## src/rtl/cbs_pkg.sv

```systemverilog
package cbs_pkg;
  typedef enum logic [2:0] {
    ACT_HOLD    = 3'd0,
    ACT_RISE    = 3'd1,
    ACT_FALL    = 3'd2,
    ACT_RECOVER = 3'd3,
    ACT_CLEAR   = 3'd4
  } cbs_act_e;
endpackage

```

## src/rtl/cbs_rst_sync.sv

```systemverilog
module cbs_rst_sync #(
  parameter int STAGES = 2
) (
  input  logic clk,
  input  logic rst_n,
  output logic rst_sync_n
);
  logic [STAGES-1:0] chain_q;

  always_ff @(posedge clk or negedge rst_n) begin
    if (!rst_n) chain_q <= '0;
    else        chain_q <= {chain_q[STAGES-2:0], 1'b1};
  end

  assign rst_sync_n = chain_q[STAGES-1];
endmodule

```

## src/rtl/cbs_cfg_bank.sv

```systemverilog
module cbs_cfg_bank #(
  parameter int CW       = 32,
  parameter int SW       = 31,
  parameter int QUEUE_ID = 1
) (
  input  logic                 clk,
  input  logic                 rst_n,
  input  logic                 load,
  input  logic                 enable_in,
  input  logic [SW-1:0]        idle_in,
  input  logic [SW-1:0]        send_in,
  input  logic signed [CW-1:0] hi_in,
  input  logic signed [CW-1:0] lo_in,
  output logic [SW-1:0]        idle_q,
  output logic [SW-1:0]        send_q,
  output logic signed [CW-1:0] hi_q,
  output logic signed [CW-1:0] lo_q,
  output logic                 shaped_q
);
  logic                 shaped_d;
  logic signed [CW-1:0] hi_d;
  logic signed [CW-1:0] lo_d;

  generate
    if (QUEUE_ID == 0) begin : g_no_shaper
      assign shaped_d = 1'b0;
    end else begin : g_shaper
      assign shaped_d = enable_in;
    end
  endgenerate

  always_comb begin
    hi_d = hi_in[CW-1] ? '0 : hi_in;
    lo_d = lo_in[CW-1] ? lo_in : '0;
  end

  always_ff @(posedge clk or negedge rst_n) begin
    if (!rst_n) begin
      idle_q   <= '0;
      send_q   <= '0;
      hi_q     <= '0;
      lo_q     <= '0;
      shaped_q <= 1'b0;
    end else if (load) begin
      idle_q   <= idle_in;
      send_q   <= send_in;
      hi_q     <= hi_d;
      lo_q     <= lo_d;
      shaped_q <= shaped_d;
    end
  end
endmodule

```

## src/rtl/cbs_action_sel.sv

```systemverilog
module cbs_action_sel
  import cbs_pkg::*;
(
  input  logic     load,
  input  logic     shaped,
  input  logic     tick,
  input  logic     pending,
  input  logic     sending,
  output cbs_act_e act
);
  always_comb begin
    if (load || !shaped)  act = ACT_CLEAR;
    else if (!tick)       act = ACT_HOLD;
    else if (sending)     act = ACT_FALL;
    else if (pending)     act = ACT_RISE;
    else                  act = ACT_RECOVER;
  end
endmodule

```

## src/rtl/cbs_credit_acc.sv

```systemverilog
module cbs_credit_acc
  import cbs_pkg::*;
#(
  parameter int CW = 32,
  parameter int SW = 31
) (
  input  logic                 clk,
  input  logic                 rst_n,
  input  cbs_act_e             act,
  input  logic [SW-1:0]        idle,
  input  logic [SW-1:0]        send,
  input  logic signed [CW-1:0] hi,
  input  logic signed [CW-1:0] lo,
  output logic signed [CW-1:0] credit_q
);
  localparam int XW = CW + 2;

  logic signed [XW-1:0] cur_x, idle_x, send_x, hi_x, lo_x;
  logic signed [XW-1:0] up_x, down_x;
  logic signed [CW-1:0] credit_d;
  logic                 credit_en;

  always_comb begin
    cur_x  = {{2{credit_q[CW-1]}}, credit_q};
    idle_x = {{(XW-SW){1'b0}}, idle};
    send_x = {{(XW-SW){1'b0}}, send};
    hi_x   = {{2{hi[CW-1]}}, hi};
    lo_x   = {{2{lo[CW-1]}}, lo};
    up_x   = cur_x + idle_x;
    down_x = cur_x - send_x;
  end

  always_comb begin
    credit_en = (act != ACT_HOLD);
    credit_d  = credit_q;
    unique case (act)
      ACT_RISE:    credit_d = (up_x > hi_x)   ? hi : up_x[CW-1:0];
      ACT_FALL:    credit_d = (down_x < lo_x) ? lo : down_x[CW-1:0];
      ACT_RECOVER: begin
        if (!credit_q[CW-1])         credit_d = '0;
        else if (up_x > 0)           credit_d = '0;
        else                         credit_d = up_x[CW-1:0];
      end
      ACT_CLEAR:   credit_d = '0;
      default:     credit_d = credit_q;
    endcase
  end

  always_ff @(posedge clk or negedge rst_n) begin
    if (!rst_n)         credit_q <= '0;
    else if (credit_en) credit_q <= credit_d;
  end
endmodule

```

## src/rtl/cbs_shaper.sv

```systemverilog
module cbs_shaper
  import cbs_pkg::*;
#(
  parameter int CW       = 32,
  parameter int SW       = CW - 1,
  parameter int QUEUE_ID = 1
) (
  input  logic                 clk,
  input  logic                 rst_n,
  input  logic                 cfg_load,
  input  logic                 cfg_enable,
  input  logic [SW-1:0]        cfg_idle_slope,
  input  logic [SW-1:0]        cfg_send_slope,
  input  logic signed [CW-1:0] cfg_hi_credit,
  input  logic signed [CW-1:0] cfg_lo_credit,
  input  logic                 q_pending,
  input  logic                 tx_active,
  input  logic                 tick,
  output logic signed [CW-1:0] credit,
  output logic                 shaped,
  output logic                 tx_eligible
);
  logic                 rst_sync_n;
  logic [SW-1:0]        idle_r, send_r;
  logic signed [CW-1:0] hi_r, lo_r;
  cbs_act_e             act;

  cbs_rst_sync #(.STAGES(2)) u_rst (
    .clk        (clk),
    .rst_n      (rst_n),
    .rst_sync_n (rst_sync_n)
  );

  cbs_cfg_bank #(.CW(CW), .SW(SW), .QUEUE_ID(QUEUE_ID)) u_cfg (
    .clk       (clk),
    .rst_n     (rst_sync_n),
    .load      (cfg_load),
    .enable_in (cfg_enable),
    .idle_in   (cfg_idle_slope),
    .send_in   (cfg_send_slope),
    .hi_in     (cfg_hi_credit),
    .lo_in     (cfg_lo_credit),
    .idle_q    (idle_r),
    .send_q    (send_r),
    .hi_q      (hi_r),
    .lo_q      (lo_r),
    .shaped_q  (shaped)
  );

  cbs_action_sel u_sel (
    .load    (cfg_load),
    .shaped  (shaped),
    .tick    (tick),
    .pending (q_pending),
    .sending (tx_active),
    .act     (act)
  );

  cbs_credit_acc #(.CW(CW), .SW(SW)) u_acc (
    .clk      (clk),
    .rst_n    (rst_sync_n),
    .act      (act),
    .idle     (idle_r),
    .send     (send_r),
    .hi       (hi_r),
    .lo       (lo_r),
    .credit_q (credit)
  );

  assign tx_eligible = !shaped || !credit[CW-1];
endmodule

```

## config.mk

```make
export PLATFORM = sky130hd
export DESIGN_NAME = cbs_shaper
export DESIGN_NICKNAME = d
export VERILOG_FILES = /design/src/rtl/cbs_pkg.sv /design/src/rtl/cbs_rst_sync.sv /design/src/rtl/cbs_cfg_bank.sv /design/src/rtl/cbs_action_sel.sv /design/src/rtl/cbs_credit_acc.sv /design/src/rtl/cbs_shaper.sv
export SDC_FILE = /design/constraint.sdc
export NUM_CORES = 1
export LEC_CHECK = 0
export ABC_AREA = 1
export CORE_ASPECT_RATIO = 2
export CORE_MARGIN = 2
export CORE_UTILIZATION = 62
export DETAILED_ROUTE_END_ITERATION = 8
export HOLD_SLACK_MARGIN = 0.15
export PLACE_DENSITY = 0.87
export SETUP_SLACK_MARGIN = 0.4
export SYNTH_ARGS = -nofsm -noshare
export SYNTH_HDL_FRONTEND = slang
export SYNTH_SLANG_ARGS = --single-unit
```

## constraint.sdc

```tcl
create_clock -name clk -period 11.6 [get_ports clk]
set_input_delay 2.32 -clock clk [delete_from_list [all_inputs] [get_ports clk]]
set_output_delay 2.32 -clock clk [all_outputs]
set_load 0.01 [all_outputs]
```

==> results.py, run 1 <==
metrics = {
    "detailed_routing": {
        "drt_iter0_drc": 1250,
        "vias_per_cell": 5.689,
        "ant_nets": 0,
        "wl_per_cell_um": 18.71,
        "dr.pass1.iters": 6,
        "drc": 0,
        "vias": 14800,
        "drt_wl_total_um": 48680,
    },
    "power_and_ir_drop": {
        "combPwrFrac_pct": 54.3,
        "clock_power_share_pct": 20.7,
        "p_int_mw": 1.421,
        "p_per_area_nw_per_um2": 168.7,
        "power.switching_mw": 1.305,
        "p_leak_nw": 9.072,
        "finalPower_mw": 2.726,
        "ir_worst_vdd_v": 0.0001446,
        "swShare_pct": 47.88,
        "power.share.sequential_pct": 25.0,
    },
    "global_routing": {
        "overflow": 0,
        "grt_pass1_wl_um": 76410,
        "grt_max_degree": 104,
        "antenna_found_initial": 0,
        "grt_usage_pct": 43.06,
        "grt_pass1_vias": 15000,
    },
    "setup_path": {
        "crit_fanout": 48,
        "slowest_stage": "o21ai_0",
        "rr_endpoint": "u_acc.credit_q[25]$_DFFE_PN0P_",
        "cp-start-kind": "register",
        "rrSetupSlack_ns": 6.18,
        "path_class": "register to register",
        "worstPathRequired_ns": 11.95,
        "worstPathArrival_ns": 5.77,
        "end_kind": "register",
        "critPathMaxStageDelay_ns": 0.46,
        "cpMostUsedCell": "nand2_1",
        "r2r-start": "u_acc.credit_q[0]$_DFFE_PN0P_",
        "worst-r2r-cell-count": 29,
    },
    "clocking": {
        "path_clk_slew_ns": 0.07,
        "cts_hold_buffers": 0,
        "cts_tree": "yes",
        "cts.path.max_buffers": 2,
        "ctsHtreeMaxLevel": 4,
        "postCtsSetupRepairBufs": 0,
        "cts_sinks": 160,
        "numCtsBuffers": 17,
        "clk-insertion-delay-late_ns": 0.47,
        "clock-root-buffer": "clkbuf_16",
        "cts-resized-gates": 0,
    },
    "timing": {
        "worstMarginPinSlew_ns": 1.179,
        "fmax_mhz": 184.5,
        "slew_headroom_pct": 21.18,
        "hold_viol": 0,
        "finalSetupViolCount": 0,
        "finalCriticalPeriod_ns": 5.419,
        "fin_crit_sh_pct": 46.72,
        "skew_ns": 0.01231,
        "rsz0062_at_grt": "false",
        "slew_violations": 0,
        "setup_tns_ns": 0,
        "holdWs_ns": 0.3212,
    },
    "synth": {
        "yosys.area.top_type": "dfrtp_1",
        "synth_warnings": 0,
        "syn_inst": 2184,
        "ys.flop_type": "dfrtp_1",
        "avgSynthCellArea_um2": 6.307,
        "ys_ff_latch": 160,
        "synth_top_family_by_area": "simple AND/OR/NAND/NOR gates",
        "synth-compound-area-share_pct": 10.27,
        "synthXorXnorAreaFrac_pct": 2.398,
        "synth_area_um2": 13770,
        "ys_top_cells_by_area": "dfrtp_1 29%, nand2_1 19%, ha_1 11%",
        "yosys.area_share.adder_pct": 11.65,
        "synth_top_area_share_pct": 29.07,
        "async_flop_share_pct": 100.0,
        "synth_edf_count": 0,
        "synth_simple_gate_area_share_pct": 34.06,
        "syn_nets": 2444,
        "ys_types": 39,
        "muxShareOfSynthArea_pct": 0,
        "ys_seq_area_share_pct": 29.07,
    },
    "layout": {
        "antenna_cells": 0,
        "drive_above_1_share_pct": 2.794,
        "finalInstanceArea_um2": 16160,
        "area_growth_pct": 17.29,
        "regArea_um2": 4008,
        "fill_cells": 1820,
        "multi_input_area_um2": 8056,
        "final_nets": 2573,
        "layout_common_cells": "709 x nand2_1, 383 x inv_1, 231 x nor2_1, 165 x clkdlybuf4s50_1, 159 x dfrtp_1",
        "final_common_cell": "nand2_1",
    },
    "flow_run": {
        "cap_violations": 0,
    },
    "place": {
        "dpl.hpwl_um": 37640,
        "io_buffers": 166,
        "placed_cell_area_um2": 15590,
        "gp_congestion": 1.027,
    },
    "die": {
        "die_h_um": 214.8,
        "coreArea_um2": 21970,
        "fp.dieW_um": 109.4,
        "dieArea_um2": 23500,
        "io_pins": 167,
        "initial_core_util_pct": 62.71,
        "num_rows": 77,
    },
    "outcome": {
        "status": "finished clean",
    },
    "hold_path": {
        "hold_class": "register to asynchronous set/reset pin",
    },
}
## Yosys cell counts, drive strengths merged, types with 12 or more instances
cell type / number
a21oi: 76
buf: 17
nor2: 234
nand2: 713
ha: 125
nand4: 19
o21ai: 103
clkbuf: 48
xor2: 32
o22ai: 31
o211ai: 21
nand3: 160
dfrtp: 160
inv: 387
nor3: 12
## through the flow
| step | instances | setup slack (ns) | util, % |
|---|---|---|---|
| global route | 2602 | 5.734 | 73.55 |
| detailed placement | 2570 | 6.265 | 70.97 |
| finish | 2602 | 6.181 | 73.55 |
| floorplan | 2184 | 6.812 | - |
| global placement | 2570 | 6.247 | 70.97 |
| CTS | 2602 | 6.302 | 73.55 |
## registers in the layout (all words and copies together), names as in the netlist
name,flops
u_acc.credit_q,32
u_cfg.lo_q,32
u_cfg.hi_q,31
u_cfg.idle_q,31
u_cfg.send_q,31
u_rst.chain_q,2
u_cfg.shaped_q,1
## final cells by class
type	count	share of cell area (%)
Sequential cell	160	24.80
Timing Repair Buffer	175	10.69
Clock buffer	19	2.741
Multi-Input combinational cell	1572	49.86
Inverter	387	8.991
Clock inverter	13	0.7744
Tap cell	276	2.137
## critical path, delay by kind of cell (launching register included)
| kind | cells | cell delay (ns) |
|---|---|---|
| AOI/OAI and AO/OA | 6 | 1.40 |
| adders and majority gates | 3 | 0.92 |
| DFF | 1 | 0.39 |
| and+or+nand+nor | 15 | 1.59 |
| buffers and inverters | 5 | 0.99 |
## power groups by stage
stage / combinational, mW / clock [mW] / sequential, mW
2_1_floorplan: 0.984 / 0 / 0.673
6_report: 1.48 / 0.565 / 0.682
3_3_place_gp: 1.39 / 0 / 0.686
5_1_grt: 1.64 / 0.586 / 0.686
3_5_place_dp: 1.42 / 0 / 0.688
4_1_cts: 1.43 / 0.566 / 0.678
## logic make-up (layout without fill, tap and decap cells)
kind of cell | after synthesis | count (layout)
simple gates | 1154 | 1154
buf+inv | 452 | 594
compound gates | 254 | 254
flops | 160 | 160
fa+ha+maj | 127 | 127
xor+xnor | 36 | 36
other cells | 1 | 1
## worst max path at each step
stage                                                end                          start  depth (start not counted)
after floorplan            u_acc.credit_q[0]$_DFFE_PN0P_     u_rst.chain_q[1]$_DFF_PN0_                          0
after global placement    u_acc.credit_q[31]$_DFFE_PN0P_                       cfg_load                         11
after detailed placement  u_acc.credit_q[31]$_DFFE_PN0P_                       cfg_load                         11
after CTS                 u_acc.credit_q[25]$_DFFE_PN0P_  u_acc.credit_q[0]$_DFFE_PN0P_                         24
after global routing      u_acc.credit_q[26]$_DFFE_PN0P_  u_acc.credit_q[0]$_DFFE_PN0P_                         29
final                     u_acc.credit_q[25]$_DFFE_PN0P_  u_acc.credit_q[0]$_DFFE_PN0P_                         29
## layer usage
layer | track usage [%] | vias to the layer above | share of wire, %
li1 | - | 7083 | -
met2 | 70.19 | 777 | 48
met5 | 0 | - | 0
met3 | 11.95 | 296 | 8.3
met1 | 43.29 | 6648 | 33
met4 | 38.35 | 0 | 11
No activity file was read; power rests on OpenSTA's default activity.
==> run 2: changes to the inputs <==
CORE_UTILIZATION = 52   (was 62)
PLACE_DENSITY = 0.78   (was 0.87)
clock period = 4.9 ns   (was 11.6 ns; I/O delays follow)
==> results.py, run 2 (synthesis results as in run 1) <==
metrics = {
    "clocking": {
        "cts_sinks": 160,
        "ctsHtreeMaxLevel": 4,
        "path_clk_slew_ns": 0.07,
        "cts_hold_buffers": 0,
        "clock-root-buffer": "clkbuf_16",
        "clk-insertion-delay-late_ns": 0.46,
        "cts_tree": "yes",
        "cts.path.max_buffers": 2,
        "numCtsBuffers": 17,
    },
    "global_routing": {
        "grt_usage_pct": 34.09,
        "antenna_found_initial": 0,
        "globalRouteMet3Util_pct": 4.134,
        "grt_pass1_vias": 14230,
        "grt_max_degree": 159,
        "gr-usage-met1_pct": 34.26,
        "grt_pass1_wl_um": 72910,
        "gr-usage-met2_pct": 62.81,
        "overflow": 0,
        "busiest_layer": "met2",
    },
    "setup_path": {
        "slowest_stage": "dfrtp_1",
        "critPathBufInv": 3,
        "end_kind": "register",
        "rrSetupSlack_ns": 0.58,
        "cp-start-kind": "register",
        "worstPathRequired_ns": 5.25,
        "cp_top_family": "simple AND/OR/NAND/NOR gates",
        "crit_fanout": 12,
        "crit_end": "u_acc.credit_q[3]$_DFFE_PN0P_",
        "r2r-start": "u_acc.credit_q[21]$_DFFE_PN0P_",
        "rr_endpoint": "u_acc.credit_q[3]$_DFFE_PN0P_",
        "path_class": "register to register",
        "crit_start": "u_acc.credit_q[21]$_DFFE_PN0P_",
        "critPathMaxStageDelay_ns": 0.46,
        "path_depth": 22,
        "cp_cell_sequence": "ha_1 -> inv_1 -> o21ai_0 -> a31oi_1 -> o21ai_0 -> nand3b_1 -> xor2_1 -> inv_1 -> ha_1 -> a21oi_1 -> nor2_1 -> nor2_1 -> nand3_1 -> a21oi_2 -> nand4_1 -> nand2_8 -> clkbuf_16 -> nand2_1 -> o211ai_1 -> nand2_1 -> nor2_1 -> nor2_1",
        "cpMostUsedCell": "nor2_1",
        "worst-r2r-cell-count": 22,
        "worstPathArrival_ns": 4.67,
    },
    "power_and_ir_drop": {
        "finalPower_mw": 6.867,
        "clock_power_share_pct": 21.5,
        "p_int_mw": 3.704,
        "ir_worst_vdd_v": 0.0004001,
        "p_leak_nw": 9.258,
        "swShare_pct": 46.07,
        "power.switching_mw": 3.164,
        "power.share.sequential_pct": 23.3,
        "p_per_area_nw_per_um2": 410.3,
        "combPwrFrac_pct": 55.2,
    },
    "timing": {
        "slew_headroom_pct": 20.41,
        "rsz0062_at_grt": "false",
        "slew_violations": 0,
        "hold_viol": 0,
        "setup_tns_ns": 0,
        "finalCriticalPeriod_ns": 4.322,
        "worstMarginPinSlew_ns": 1.190,
        "fmax_mhz": 231.4,
        "skew_ns": 0.008309,
        "finalSetupViolCount": 0,
        "holdWs_ns": 0.3592,
        "fin_crit_sh_pct": 88.19,
        "setup_ws_ns": 0.5785,
    },
    "hold_path": {
        "hold_class": "register to register",
        "hp-start": "u_rst.chain_q[0]$_DFF_PN0_",
    },
    "place": {
        "placed_cell_area_um2": 15770,
        "gp_congestion": 1.032,
        "placed_cells": 2647,
        "io_buffers": 166,
        "dpl_worst_slack_ns": 0.3217,
        "dpl.hpwl_um": 37940,
    },
    "layout": {
        "finalNonFillerCells": 2689,
        "reg.largest.list": "u_acc.credit_q: 32 flops, u_cfg.lo_q: 32 flops",
        "layout_common_cells": "703 x nand2_1, 382 x inv_1, 228 x nor2_1, 165 x clkdlybuf4s50_1, 158 x dfrtp_1",
        "finalInstanceArea_um2": 16740,
        "fill_cells": 2437,
        "final_nets": 2592,
        "antenna_cells": 0,
        "drive_above_1_share_pct": 5.117,
        "area_growth_pct": 21.51,
        "final_common_cell": "nand2_1",
        "finalCoreUtilization_pct": 63.96,
    },
    "die": {
        "dieArea_um2": 27890,
        "die_h_um": 234.2,
        "coreArea_um2": 26170,
        "fp.dieW_um": 119.1,
        "num_rows": 84,
        "initial_core_util_pct": 52.63,
        "io_pins": 167,
    },
    "outcome": {
        "status": "finished clean",
    },
    "detailed_routing": {
        "drt_wl_total_um": 47900,
        "wl_per_cell_um": 17.81,
        "drt_iter0_drc": 868,
        "vias": 14470,
        "dr.pass1.iters": 5,
        "drc": 0,
        "vias_per_cell": 5.380,
        "ant_nets": 0,
    },
    "flow_run": {
        "cap_violations": 0,
    },
}
run 2: how the worst min path moves through the flow:
stage / end / depth (start not counted)
2_1_floorplan: u_rst.chain_q[1]$_DFF_PN0_ / 0
3_3_place_gp: u_rst.chain_q[1]$_DFF_PN0_ / 0
3_5_place_dp: u_rst.chain_q[1]$_DFF_PN0_ / 0
4_1_cts: u_rst.chain_q[1]$_DFF_PN0_ / 0
5_1_grt: u_rst.chain_q[1]$_DFF_PN0_ / 0
6_report: u_rst.chain_q[1]$_DFF_PN0_ / 0
run 2: final cells by class:
cell class / count / area (um2) / area share (%)
inverter: 387 / 1455 / 8.694
sequential: 160 / 4009 / 23.95
clock buffer: 20 / 446.7 / 2.669
tap: 344 / 430.4 / 2.572
multi-input combinational: 1572 / 8257 / 49.33
timing repair buffer: 194 / 1957 / 11.69
clock inverter: 12 / 182.7 / 1.091
run 2: layer usage:
| metal | share of wire (%) | wire length (um) |
|---|---|---|
| met4 | 9.3 | 4455 |
| met3 | 3.8 | 1834 |
| met5 | 0 | 0 |
| met2 | 51 | 24530 |
| met1 | 36 | 17080 |
run 2: power groups by stage:
stage / logic [mW] / registers, mW / clock network (mW)
final: 3.79 / 1.60 / 1.47
after detailed placement: 3.41 / 1.62 / 0
after CTS: 3.43 / 1.59 / 1.49
after global routing: 4.21 / 1.61 / 1.54
after global placement: 3.33 / 1.62 / 0
after floorplan: 2.33 / 1.59 / 0
run 2: what timing repair did:
action	in CTS	in global routing
endpoints found under the setup margin	14	32
setup buffers	0	6
gates resized for setup	2	54
gates cloned	0	4
pin swaps	0	14
run 2: worst reg2reg max path: stages, from the launching register on:
cell and delay [ns]:
dfrtp_1 0.46, ha_1 0.40, inv_1 0.11, o21ai_0 0.14, a31oi_1 0.29, o21ai_0 0.25, nand3b_1 0.34, xor2_1 0.19
inv_1 0.09, ha_1 0.29, a21oi_1 0.17, nor2_1 0.06, nor2_1 0.08, nand3_1 0.11, a21oi_2 0.15, nand4_1 0.26
nand2_8 0.22, clkbuf_16 0.21, nand2_1 0.07, o211ai_1 0.11, nand2_1 0.08, nor2_1 0.09, nor2_1 0.05
